==> src/rtl/mdio_pkg.sv <==
package mdio_pkg;

   typedef enum logic [1:0] {
      SEL_CFG  = 2'd0,
      SEL_CMD  = 2'd1,
      SEL_WDAT = 2'd2,
      SEL_RDAT = 2'd3
   } mdio_sel_e;

   // Field order is the order of transmission, MSB first
   typedef struct packed {
      logic [1:0]  start;
      logic [1:0]  opc;
      logic [4:0]  phy;
      logic [4:0]  regad;
      logic [1:0]  ta;
      logic [15:0] data;
   } mdio_frame_t;

   typedef struct packed {
      logic       legal;
      logic       rd;
      logic [1:0] code;
   } mdio_opdec_t;

   function automatic mdio_opdec_t decode_op(input logic ext, input logic [1:0] op);
      mdio_opdec_t d;
      d = '0;
      if (ext) begin
         case (op)
            2'd0:    d = '{legal: 1'b1, rd: 1'b0, code: 2'b00};
            2'd1:    d = '{legal: 1'b1, rd: 1'b0, code: 2'b01};
            2'd3:    d = '{legal: 1'b1, rd: 1'b1, code: 2'b11};
            default: d = '0;
         endcase
      end else begin
         case (op)
            2'd0:    d = '{legal: 1'b1, rd: 1'b0, code: 2'b01};
            2'd1:    d = '{legal: 1'b1, rd: 1'b1, code: 2'b10};
            default: d = '0;
         endcase
      end
      return d;
   endfunction

endpackage

==> src/rtl/mdio_clk_div.sv <==
module mdio_clk_div #(
   parameter int DIV_W = 8
) (
   input  logic             clk,
   input  logic             rst_n,
   input  logic             run,
   input  logic [DIV_W-1:0] half_div,
   output logic             mdc,
   output logic             rise,
   output logic             fall
);
   logic [DIV_W-1:0] hcnt;
   logic             tick;

   assign tick = run && (hcnt == half_div);
   assign rise = tick && !mdc;
   assign fall = tick && mdc;

   always_ff @(posedge clk or negedge rst_n) begin
      if (!rst_n) begin
         hcnt <= '0;
         mdc  <= 1'b0;
      end else if (!run) begin
         hcnt <= '0;
         mdc  <= 1'b0;
      end else if (tick) begin
         hcnt <= '0;
         mdc  <= ~mdc;
      end else begin
         hcnt <= hcnt + 1'b1;
      end
   end

endmodule

==> src/rtl/mdio_shift_engine.sv <==
module mdio_shift_engine
   import mdio_pkg::*;
#(
   parameter int PRE_LEN     = 32,
   parameter int SYNC_STAGES = 2
) (
   input  logic        clk,
   input  logic        rst_n,
   input  logic        start,
   input  mdio_frame_t frame,
   input  logic        pre_en,
   input  logic        is_read,
   input  logic        rise,
   input  logic        fall,
   input  logic        mdio_i,
   output logic        busy,
   output logic        mdio_o,
   output logic        mdio_oe,
   output logic        done,
   output logic [15:0] rx_data,
   output logic        ta_ok
);
   localparam int FW     = $bits(mdio_frame_t);
   localparam int SW     = PRE_LEN + FW;
   localparam int CW     = $clog2(SW + 1);
   localparam int TA_POS = FW - 16 - 2;

   if (SYNC_STAGES < 0 || SYNC_STAGES > 3) begin : g_bad_sync
      $error("SYNC_STAGES must lie in 0..3");
   end
   if (PRE_LEN < 1) begin : g_bad_pre
      $error("PRE_LEN must be positive");
   end

   logic [SW-1:0] sh;
   logic [CW-1:0] cnt, last, off, fpos;
   logic          rd_q, din, in_frame;

   if (SYNC_STAGES == 0) begin : g_nosync
      assign din = mdio_i;
   end else begin : g_sync
      logic [SYNC_STAGES-1:0] ff;
      always_ff @(posedge clk or negedge rst_n) begin
         if (!rst_n) begin
            ff <= '1;
         end else begin
            ff[0] <= mdio_i;
            for (int i = 1; i < SYNC_STAGES; i++) ff[i] <= ff[i-1];
         end
      end
      assign din = ff[SYNC_STAGES-1];
   end

   assign in_frame = (cnt >= off);
   assign fpos     = cnt - off;
   assign mdio_oe  = busy && !(rd_q && in_frame && (fpos >= CW'(TA_POS)));
   assign mdio_o   = busy && sh[SW-1];

   always_ff @(posedge clk or negedge rst_n) begin
      if (!rst_n) begin
         sh      <= '0;
         cnt     <= '0;
         last    <= '0;
         off     <= '0;
         rd_q    <= 1'b0;
         busy    <= 1'b0;
         done    <= 1'b0;
         rx_data <= '0;
         ta_ok   <= 1'b0;
      end else begin
         done <= 1'b0;
         if (start && !busy) begin
            sh    <= pre_en ? {{PRE_LEN{1'b1}}, frame} : {frame, {PRE_LEN{1'b0}}};
            cnt   <= '0;
            last  <= pre_en ? CW'(SW - 1) : CW'(FW - 1);
            off   <= pre_en ? CW'(PRE_LEN) : '0;
            rd_q  <= is_read;
            busy  <= 1'b1;
            ta_ok <= 1'b0;
         end else if (busy) begin
            if (rise && rd_q && in_frame) begin
               if (fpos == CW'(TA_POS + 1)) ta_ok <= !din;
               if (fpos >= CW'(TA_POS + 2)) rx_data <= {rx_data[14:0], din};
            end
            if (fall) begin
               if (cnt == last) begin
                  busy <= 1'b0;
                  done <= 1'b1;
               end else begin
                  cnt <= cnt + 1'b1;
                  sh  <= {sh[SW-2:0], 1'b0};
               end
            end
         end
      end
   end

   // Once a read frame lets go of the line it keeps it released to the end
   assert_oe_held_R6: assert property (@(posedge clk) disable iff (!rst_n)
      busy && !mdio_oe |=> !mdio_oe || !busy);

   // The line only moves on a falling MDC edge within a frame
   assert_mdio_on_fall_R9: assert property (@(posedge clk) disable iff (!rst_n)
      busy && $past(busy) && !$past(fall) |-> $stable(mdio_o));

   // No launch request reaches the engine while a frame is in flight
   assert_no_restart_R10: assert property (@(posedge clk) disable iff (!rst_n)
      busy |-> !start);

endmodule

==> src/rtl/mdio_master.sv <==
module mdio_master
   import mdio_pkg::*;
#(
   parameter int DIV_W       = 8,
   parameter int PRE_LEN     = 32,
   parameter int SYNC_STAGES = 2
) (
   input  logic        clk,
   input  logic        rst_n,
   input  logic        reg_we,
   input  logic [1:0]  reg_waddr,
   input  logic [31:0] reg_wdata,
   input  logic [1:0]  reg_raddr,
   output logic [31:0] reg_rdata,
   output logic        mdc,
   output logic        mdio_o,
   output logic        mdio_oe,
   input  logic        mdio_i
);
   if (DIV_W < 1 || DIV_W > 16) begin : g_bad_div
      $error("DIV_W must lie in 1..16");
   end

   logic [DIV_W-1:0] cfg_div, div_q;
   logic             cfg_ext, cfg_pre;
   logic [15:0]      wdat, rdat, eng_rx;
   logic             rd_valid, wr_pend, rd_pend;
   logic             cmd_we, launch;
   logic             eng_busy, eng_done, eng_ta_ok, tick_r, tick_f;
   mdio_opdec_t      dec;
   mdio_frame_t      frm;
   logic             unused_wd;

   assign unused_wd = ^reg_wdata[31:21];
   assign cmd_we    = reg_we && (reg_waddr == SEL_CMD);
   assign dec       = decode_op(cfg_ext, reg_wdata[1:0]);
   assign launch    = cmd_we && dec.legal && !wr_pend && !rd_pend;

   always_comb begin
      frm.start = cfg_ext ? 2'b00 : 2'b01;
      frm.opc   = dec.code;
      frm.phy   = reg_wdata[12:8];
      frm.regad = reg_wdata[20:16];
      frm.ta    = dec.rd ? 2'b11 : 2'b10;
      frm.data  = dec.rd ? 16'hFFFF : wdat;
   end

   always_ff @(posedge clk or negedge rst_n) begin
      if (!rst_n) begin
         cfg_div  <= '0;
         cfg_ext  <= 1'b0;
         cfg_pre  <= 1'b0;
         div_q    <= '0;
         wdat     <= '0;
         rdat     <= '0;
         rd_valid <= 1'b0;
         wr_pend  <= 1'b0;
         rd_pend  <= 1'b0;
      end else begin
         if (reg_we && reg_waddr == SEL_CFG) begin
            cfg_div <= reg_wdata[DIV_W-1:0];
            cfg_ext <= reg_wdata[16];
            cfg_pre <= reg_wdata[17];
         end
         if (reg_we && reg_waddr == SEL_WDAT) wdat <= reg_wdata[15:0];
         if (launch) begin
            div_q   <= cfg_div;
            wr_pend <= !dec.rd;
            rd_pend <= dec.rd;
            if (dec.rd) rd_valid <= 1'b0;
         end else if (eng_done) begin
            if (rd_pend) begin
               rdat     <= eng_rx;
               rd_valid <= eng_ta_ok;
            end
            wr_pend <= 1'b0;
            rd_pend <= 1'b0;
         end
      end
   end

   always_comb begin
      case (mdio_sel_e'(reg_raddr))
         SEL_CFG:  reg_rdata = {14'd0, cfg_pre, cfg_ext, 16'(cfg_div)};
         SEL_CMD:  reg_rdata = '0;
         SEL_WDAT: reg_rdata = {wr_pend, 15'd0, wdat};
         default:  reg_rdata = {rd_pend, rd_valid, 14'd0, rdat};
      endcase
   end

   mdio_clk_div #(.DIV_W(DIV_W)) u_div (
      .clk      (clk),
      .rst_n    (rst_n),
      .run      (eng_busy),
      .half_div (div_q),
      .mdc      (mdc),
      .rise     (tick_r),
      .fall     (tick_f)
   );

   mdio_shift_engine #(.PRE_LEN(PRE_LEN), .SYNC_STAGES(SYNC_STAGES)) u_eng (
      .clk     (clk),
      .rst_n   (rst_n),
      .start   (launch),
      .frame   (frm),
      .pre_en  (cfg_pre),
      .is_read (dec.rd),
      .rise    (tick_r),
      .fall    (tick_f),
      .mdio_i  (mdio_i),
      .busy    (eng_busy),
      .mdio_o  (mdio_o),
      .mdio_oe (mdio_oe),
      .done    (eng_done),
      .rx_data (eng_rx),
      .ta_ok   (eng_ta_ok)
   );

   assert_idle_quiet_R1: assert property (@(posedge clk) disable iff (!rst_n)
      !eng_busy |-> !mdc && !mdio_oe);

   assert_pend_covers_busy_R8: assert property (@(posedge clk) disable iff (!rst_n)
      eng_busy |-> wr_pend || rd_pend);

   assert_pend_clear_R8: assert property (@(posedge clk) disable iff (!rst_n)
      eng_done |=> !wr_pend && !rd_pend);

   assert_valid_after_read_R7: assert property (@(posedge clk) disable iff (!rst_n)
      $rose(rd_valid) |-> $past(eng_done) && $past(eng_ta_ok));

endmodule

==> config.mk <==
export PLATFORM = sky130hd
export DESIGN_NAME = mdio_master
export DESIGN_NICKNAME = d
export VERILOG_FILES = /design/src/rtl/mdio_pkg.sv /design/src/rtl/mdio_clk_div.sv /design/src/rtl/mdio_shift_engine.sv /design/src/rtl/mdio_master.sv
export SDC_FILE = /design/constraint.sdc
export NUM_CORES = 1
export LEC_CHECK = 0
export ABC_CLOCK_PERIOD_IN_PS = 4900
export BUFFER_PORTS_ARGS = -buffer_cell sky130_fd_sc_hd__buf_4
export CAP_MARGIN = 25
export CORE_UTILIZATION = 40
export CTS_BUF_LIST = sky130_fd_sc_hd__clkbuf_8
export DETAILED_ROUTE_END_ITERATION = 10
export PLACE_DENSITY = 0.65
export SETUP_SLACK_MARGIN = 0.3
export SYNTH_ARGS = -nofsm -noshare
export SYNTH_HDL_FRONTEND = slang
export SYNTH_HIERARCHICAL = 1
export SYNTH_SLANG_ARGS = --single-unit
export TNS_END_PERCENT = 10
==> constraint.sdc <==
create_clock -name clk -period 4.9 [get_ports clk]
set_clock_uncertainty 0.1 [all_clocks]
set_input_delay 0.49 -clock clk [delete_from_list [all_inputs] [get_ports clk]]
set_output_delay 0.49 -clock clk [all_outputs]
set_load 0.02 [all_outputs]
==> metrics.md, run 1 <==
| Metric | Value |
|---|---|
| Worst min-delay path class | primary input to flip-flop |
| Die H | 138.3 um |
| Hold path depth | 1 |
| Vias | 5101 |
| Critical Path RT | 5130 ps |
| Deepest clock path buffer count | 2 |
| DR WL/cell | 16.91 um |
| Power per cell area | 318.3 nW/um2 |
| CTS Buf Count | 17 |
| Clock latency on the worst-skew pair | 450 ps |
| Max Cap Violations | 0 |
| Failing checks | design-rule violations |
| Half-perimeter wire length after detailed placement | 10.49 mm |
| Setup crit end kind | flip-flop |
| RD Place Congestion | 0.8724 |
| Ys Warns | 6 |
| WHS Endpoint | u_eng/g_sync.ff[0] |
| R2r worst-path depth | 8 |
| Critical path startpoint category | flip-flop |
| Asr flop ratio synth | 100.0% |
| Main synth FF type | dfrtp_1 |
| Clock sinks | 157 |
| Reg-to-reg endpoint | u_eng/sh[8] |
| Starting DRT DRC Count | 336 |
| Gr usage total | 17.79% |
| CTS tree | built |
| Final Max Tran Viols | 0 |
| Max FO, Critical Path | 39 |
| Netlist Area Pre-Place | 7428 um2 |
| Outcome | finished, violations left |
| VDD IR max | 213.4 uV |
| Vias in the first global route | 5198 |
| Final Non-Filler Cells | 937 |
| Row count | 49 |
| Yosys reg bits | 157 |
| Post-synth EDFFs | 0 |
| Post-Syn Area per Cell | 11.38 um2 |
| Final WL | 15.84 mm |
| Syn-to-layout area delta | 12.46% |
| Total Nets Final | 741 |
| Root buf cell | clkbuf_8 |
| Final-layout fill cell count | 1619 |
| Top cells by area, synth | dfrtp_1 (52%), mux2_2 (11%), o221a_2 (4.7%) |
| Pleak | 0.004006 uW |
| Largest net degree at the start of global routing | 118 |
| Die ar. | 19120 um2 |
| Hold_sp | mdio_i |
| Congestion Overflow GR | 0 |
| Share of cells above drive strength 1 | 29.38% |
| Initial Utilization | 41.07% |
| Reg2reg start | u_eng/cnt[5] |
| CP arrival | 3350 ps |
| Die Width | 138.3 um |
| Tmin final | 3117 ps |
| Initial antenna violation count | 0 |
| Yosys top cell area share | 52.21% |
| Post-synth top area cell | dfrtp_1 |
| Setup_tns | 0 ps |
| Register area share after synthesis | 52.92% |
| Clock transition at path regs | 90 ps |
| Relative slew slack | 37.20% |
| Crit share post-route | 63.61% |
| DP Cell Count | 903 |
| I/O Buffers | 51 |
| Endpoints failing setup | 0 |
| Via-to-Cell Ratio | 5.444 |
| DRC | 6 |
| Diodes inserted | 0 |
| Post-route antenna net violation count | 0 |
| Core area | 18090 um2 |
| Hold Fails Final Rpt | 0 |
| Cell variety after synth | 54 |
| RSZ-0062 raised after global routing | no |
| CP Launch Point | u_eng/cnt[5] |
| R2R setup slack | 1780 ps |
| First-pass DRT Iterations | 8 |
| First-pass GRT wire length | 27.00 mm |
| Setup Buffers After CTS | 0 |
| Synth Instances | 653 |
| Worst slew pin tran | 939.1 ps |
| IO Pins | 75 |
| WS Path Type | flip-flop to flip-flop |
| H-tree depth | 4 |
| Max Freq | 320.8 MHz |
==> cell usage after synthesis, types with 2 or more instances <==
| master | instances |
|---|---|
| o21ai_0 | 7 |
| inv_1 | 11 |
| a21oi_1 | 3 |
| buf_4 | 15 |
| mux2i_1 | 12 |
| nor3_1 | 4 |
| ha_1 | 5 |
| nor2b_1 | 10 |
| buf_2 | 7 |
| o221a_2 | 31 |
| buf_6 | 5 |
| nand4_1 | 4 |
| and2_1 | 6 |
| clkbuf_1 | 23 |
| a31o_2 | 2 |
| nand3_1 | 10 |
| buf_1 | 2 |
| nand2b_1 | 13 |
| dfrtp_1 | 155 |
| xor2_1 | 4 |
| or2b_1 | 6 |
| conb_1 | 2 |
| a22o_1 | 9 |
| dfstp_2 | 2 |
| a221o_1 | 31 |
| and3_1 | 5 |
| nor2_1 | 76 |
| nand2_1 | 84 |
| mux2_2 | 73 |
| xnor2_1 | 12 |
==> cells in the final DEF (no fill, tap or decap), types with 13 or more instances in the layout <==
cell type | synthesis | routed
nand2b_1 | 13 | 13
buf_4 | 15 | 58
conb_1 | 2 | 16
clkbuf_8 | 0 | 17
o221a_2 | 31 | 31
mux2_2 | 73 | 73
nor2_1 | 76 | 76
a221o_1 | 31 | 31
dfrtp_1 | 155 | 154
nand2_1 | 84 | 84
==> worst max-delay path, stage by stage, from the launching register on <==
cell,delay (ps)
dfrtp_1,370
inv_1,70
ha_1,370
or4b_4,510
o221ai_2,170
buf_4,400
nand2_1,430
buf_8,300
o221a_2,250
==> routing by layer <==
metal	share of wire (%)	wire (um)	global-route usage, %
met1	49	7829	25.43
met2	44	7009	26.64
met3	5.3	839	4.607
met4	1.0	163	5.145
met5	0	0	0
==> metrics by stage <==
step / util, % / hold WS [ps] / setup slack (ps) / power, uW / cell area, um2
after floorplan: - / 94.41 / 2458 / 1612 / 7481
after global placement: 43.79 / 258.4 / 1677 / 1726 / 7920
after detailed placement: 43.79 / 257.4 / 1583 / 1734 / 7920
after CTS: 45.90 / 11.57 / 1573 / 2685 / 8302
after global routing: 46.19 / 5.982 / 1558 / 2788 / 8354
final: 46.19 / 43.01 / 1783 / 2659 / 8354
==> flip-flops by register name (all words and copies together) (netlist names), 2 cells and up <==
| register | flops |
|---|---|
| cfg_div | 8 |
| div_q | 8 |
| u_eng/rx_data | 16 |
| rdat | 16 |
| wdat | 16 |
| u_div/hcnt | 8 |
| u_eng/cnt | 7 |
| u_eng/g_sync.ff | 2 |
| u_eng/sh | 64 |
==> kinds of logic (layout without fill, tap and decap cells) <==
kind of cell	after synthesis	count (layout)	synth area share, %
AND/OR/NAND/NOR	231	231	14.65
other	2	16	0.1011
buffers and inverters	63	104	4.565
flip-flops	157	157	52.92
multiplexers	85	85	12.68
adder cells (fa/ha/maj)	5	5	0.8422
XOR/XNOR	16	16	1.886
AO/OA/AOI/OAI	94	94	12.35
==> cell type report <==
| type | count | area, um2 | area share [%] |
|---|---|---|---|
| inverters | 11 | 41.29 | 0.4942 |
| repair buffers | 62 | 499.2 | 5.976 |
| clock buffers | 17 | 234.0 | 2.801 |
| well taps | 229 | 286.5 | 3.430 |
| flip-flops and latches | 157 | 3933 | 47.07 |
| multi-input cells | 447 | 3213 | 38.46 |
| clock inverters | 14 | 147.6 | 1.767 |
==> what timing repair did <==
item,CTS,global route
resized for setup,0,0
hold buffers,0,1
endpoints found under the hold margin,0,42
setup endpoints to repair,0,0
==> worst max-delay path by stage <==
stage,slack (ps),to
after detailed placement,1580,u_eng/sh[30]
after floorplan,2460,u_eng/sh[27]
after global routing,1560,u_eng/sh[62]
after global placement,1680,u_eng/sh[27]
after CTS,1570,u_eng/sh[31]
final,1780,u_eng/sh[8]
==> power breakdown <==
part           total [uW]  switching [uW]  leakage [uW]  internal (uW)
clock                 948             498      0.000186            450
combinational         303             168       0.00174            134
sequential           1410            62.8       0.00208           1350
(Power assumes the default switching activity.)
==> run 2: changes to the inputs <==
--- a/config.mk
+++ b/config.mk
@@ -5,7 +5,7 @@
 export SDC_FILE = /design/constraint.sdc
 export NUM_CORES = 1
 export LEC_CHECK = 0
-export ABC_CLOCK_PERIOD_IN_PS = 4900
+export ABC_CLOCK_PERIOD_IN_PS = 3100
 export BUFFER_PORTS_ARGS = -buffer_cell sky130_fd_sc_hd__buf_4
 export CAP_MARGIN = 25
 export CORE_UTILIZATION = 40
==> constraint.sdc (replaced) <==
create_clock -name clk -period 3.1 [get_ports clk]
set_clock_uncertainty 0.1 [all_clocks]
set_input_delay 0.31 -clock clk [delete_from_list [all_inputs] [get_ports clk]]
set_output_delay 0.31 -clock clk [all_outputs]
set_load 0.02 [all_outputs]
==> run 2 against run 1 <==
Effect of this change: via count grew 1.8%; sequential power grew 57%; largest cell class unchanged; the flow still finishes with violations (design-rule violations); routed wire length grew 4.0%; sequential share of layout area shrank 0.98 points; combinational power grew 68%; first-iteration DRC count grew 8.3%; core utilization grew 0.98 points; die area is the same.
==> metrics.md, run 2 (synthesized netlist as in run 1, its figures left out) <==
| Metric | Value |
|---|---|
| Outcome | finished, violations left |
| Failing checks | design-rule violations |
| Max Cap Violations | 0 |
| Half-perimeter wire length after detailed placement | 11.05 mm |
| I/O Buffers | 51 |
| Diodes inserted | 0 |
| CTS Buf Count | 17 |
| Power per cell area | 510.5 nW/um2 |
| Setup Buffers After CTS | 0 |
| VDD IR max | 336.7 uV |
| Max Freq | 375.0 MHz |
| Worst slew pin tran | 957.3 ps |
| IO Pins | 75 |
| CP arrival | 2260 ps |
| Area of the multi-input gates | 3221 um2 |
| Clock latency on the worst-skew pair | 460 ps |
| Tmin final | 2666 ps |
| Most frequent cells in the layout | dfrtp_1 (154), nand2_1 (84), nor2_1 (76), mux2_2 (73), buf_4 (64) |
| Worst min-delay path class | primary input to flip-flop |
| DP Cell Count | 910 |
| Final WL | 16.47 mm |
| H-tree depth | 4 |
| Final-layout fill cell count | 1624 |
| Vias | 5192 |
| Largest net degree at the start of global routing | 81 |
| Initial Utilization | 41.07% |
| CTS tree | built |
| Register name with the most flops | u_eng/sh |
| Max FO, Critical Path | 7 |
| Register Area | 3933 um2 |
| Crit share post-route | 86.01% |
| Row count | 49 |
| Setup ws final | 433.6 ps |
| Vias in the first global route | 5326 |
| Clock sinks | 157 |
| Congestion Overflow GR | 0 |
| First-pass DRT Iterations | 10 |
| First-pass GRT wire length | 27.73 mm |
| Setup_tns | 0 ps |
| Relative slew slack | 35.99% |
| Root buf cell | clkbuf_8 |
| RD Place Congestion | 0.8425 |
| Syn-to-layout area delta | 14.86% |
| Die Width | 138.3 um |
| Critical path startpoint category | flip-flop |
| Total Nets Final | 757 |
| Share of cells above drive strength 1 | 29.79% |
| Commonest non-fill, non-tap cell in the layout | dfrtp_1 |
| Pre-CTS worst setup slack | 506.1 ps |
| WS Path Type | flip-flop to primary output |
| Final Max Tran Viols | 0 |
| Clock transition at path regs | 90 ps |
| Final Power | 4356 uW |
| Die H | 138.3 um |
| Critical Path RT | 2690 ps |
| Largest register FFs | 64 |
| DR WL/cell | 17.27 um |
| Hold Fails Final Rpt | 0 |
| Die ar. | 19120 um2 |
| Core area | 18090 um2 |
| Deepest clock path buffer count | 2 |
| Setup crit end kind | primary output |
| Endpoints failing setup | 0 |
| Gr usage total | 18.34% |
| Post-route antenna net violation count | 0 |
| Starting DRT DRC Count | 364 |
| DRC | 5 |
| Initial antenna violation count | 0 |
| Via-to-Cell Ratio | 5.442 |
| RSZ-0062 raised after global routing | no |
| Final Non-Filler Cells | 954 |
| Pleak | 0.004088 uW |
run 2: cell types whose count changed in the layout (fill, tap and decap cells not counted), sizes merged:
cell and change:
buf +5, inv +2, clkinv -2, bufinv +1, dlygate4sd3 +11
run 2: report_power, final:
| part | leakage, uW | internal (uW) | switching (uW) |
|---|---|---|---|
| sequential | 0.00208 | 2130 | 87.1 |
| combinational | 0.00181 | 223 | 285 |
| clock | 0.000201 | 809 | 824 |
run 2: path summary, 6_finish.rpt:
kind	start	end	slack (ps)	cells after the start
worst max-delay path	u_eng/cnt[0]	mdio_oe	430	4
worst min-delay path	reg_wdata[12]	wdat[12]	30	2
worst max register to register	u_eng/cnt[5]	u_eng/sh[57]	480	6
worst min register to register	u_eng/g_sync.ff[0]	u_eng/g_sync.ff[1]	270	0
max in group asynchronous	rst_n	u_eng/g_sync.ff[0]	1770	3
min in group asynchronous	rst_n	u_eng/sh[15]	360	2
run 2: metal layers:
| layer | up-vias | routed length [um] | GRT usage, % | share of wire [%] |
|---|---|---|---|---|
| met5 | - | 0 | 0 | 0 |
| met2 | 122 | 7778 | 29.24 | 47 |
| li1 | 2407 | - | - | - |
| met1 | 2650 | 7921 | 25.03 | 48 |
| met4 | 0 | 173 | 6.446 | 1.1 |
| met3 | 13 | 598 | 3.568 | 3.6 |
run 2: metrics by stage:
stage / utilization, % / hold slack, ps / area, um2
2_1_floorplan: - / -85.59 / 7481
3_3_place_gp: 44.15 / 256.8 / 7985
3_5_place_dp: 44.15 / 256.0 / 7985
4_1_cts: 47.17 / 0.6861 / 8532
5_1_grt: 47.17 / 8.902 / 8532
6_report: 47.17 / 25.45 / 8532
run 2: critical path: stages, from the launching register on:
cell	delay [ps]
dfrtp_1	440
or4_1	640
o41ai_2	370
a31oi_1	170
buf_4	180
run 2: layout make-up:
cell class              instances  share of cell area [%]
clock buffers                  17                   2.742
inverters                      11                  0.4839
multi-input cells             447                   37.75
clock inverters                15                   2.170
well taps                     229                   3.358
repair buffers                 78                   7.406
flip-flops and latches        157                   46.09
run 2: timing repair:
item                                    4_1_cts  5_1_grt
resized for setup                             1        0
endpoints found under the setup margin        1        0
hold endpoints to repair                     94        0
hold buffers                                 12        0
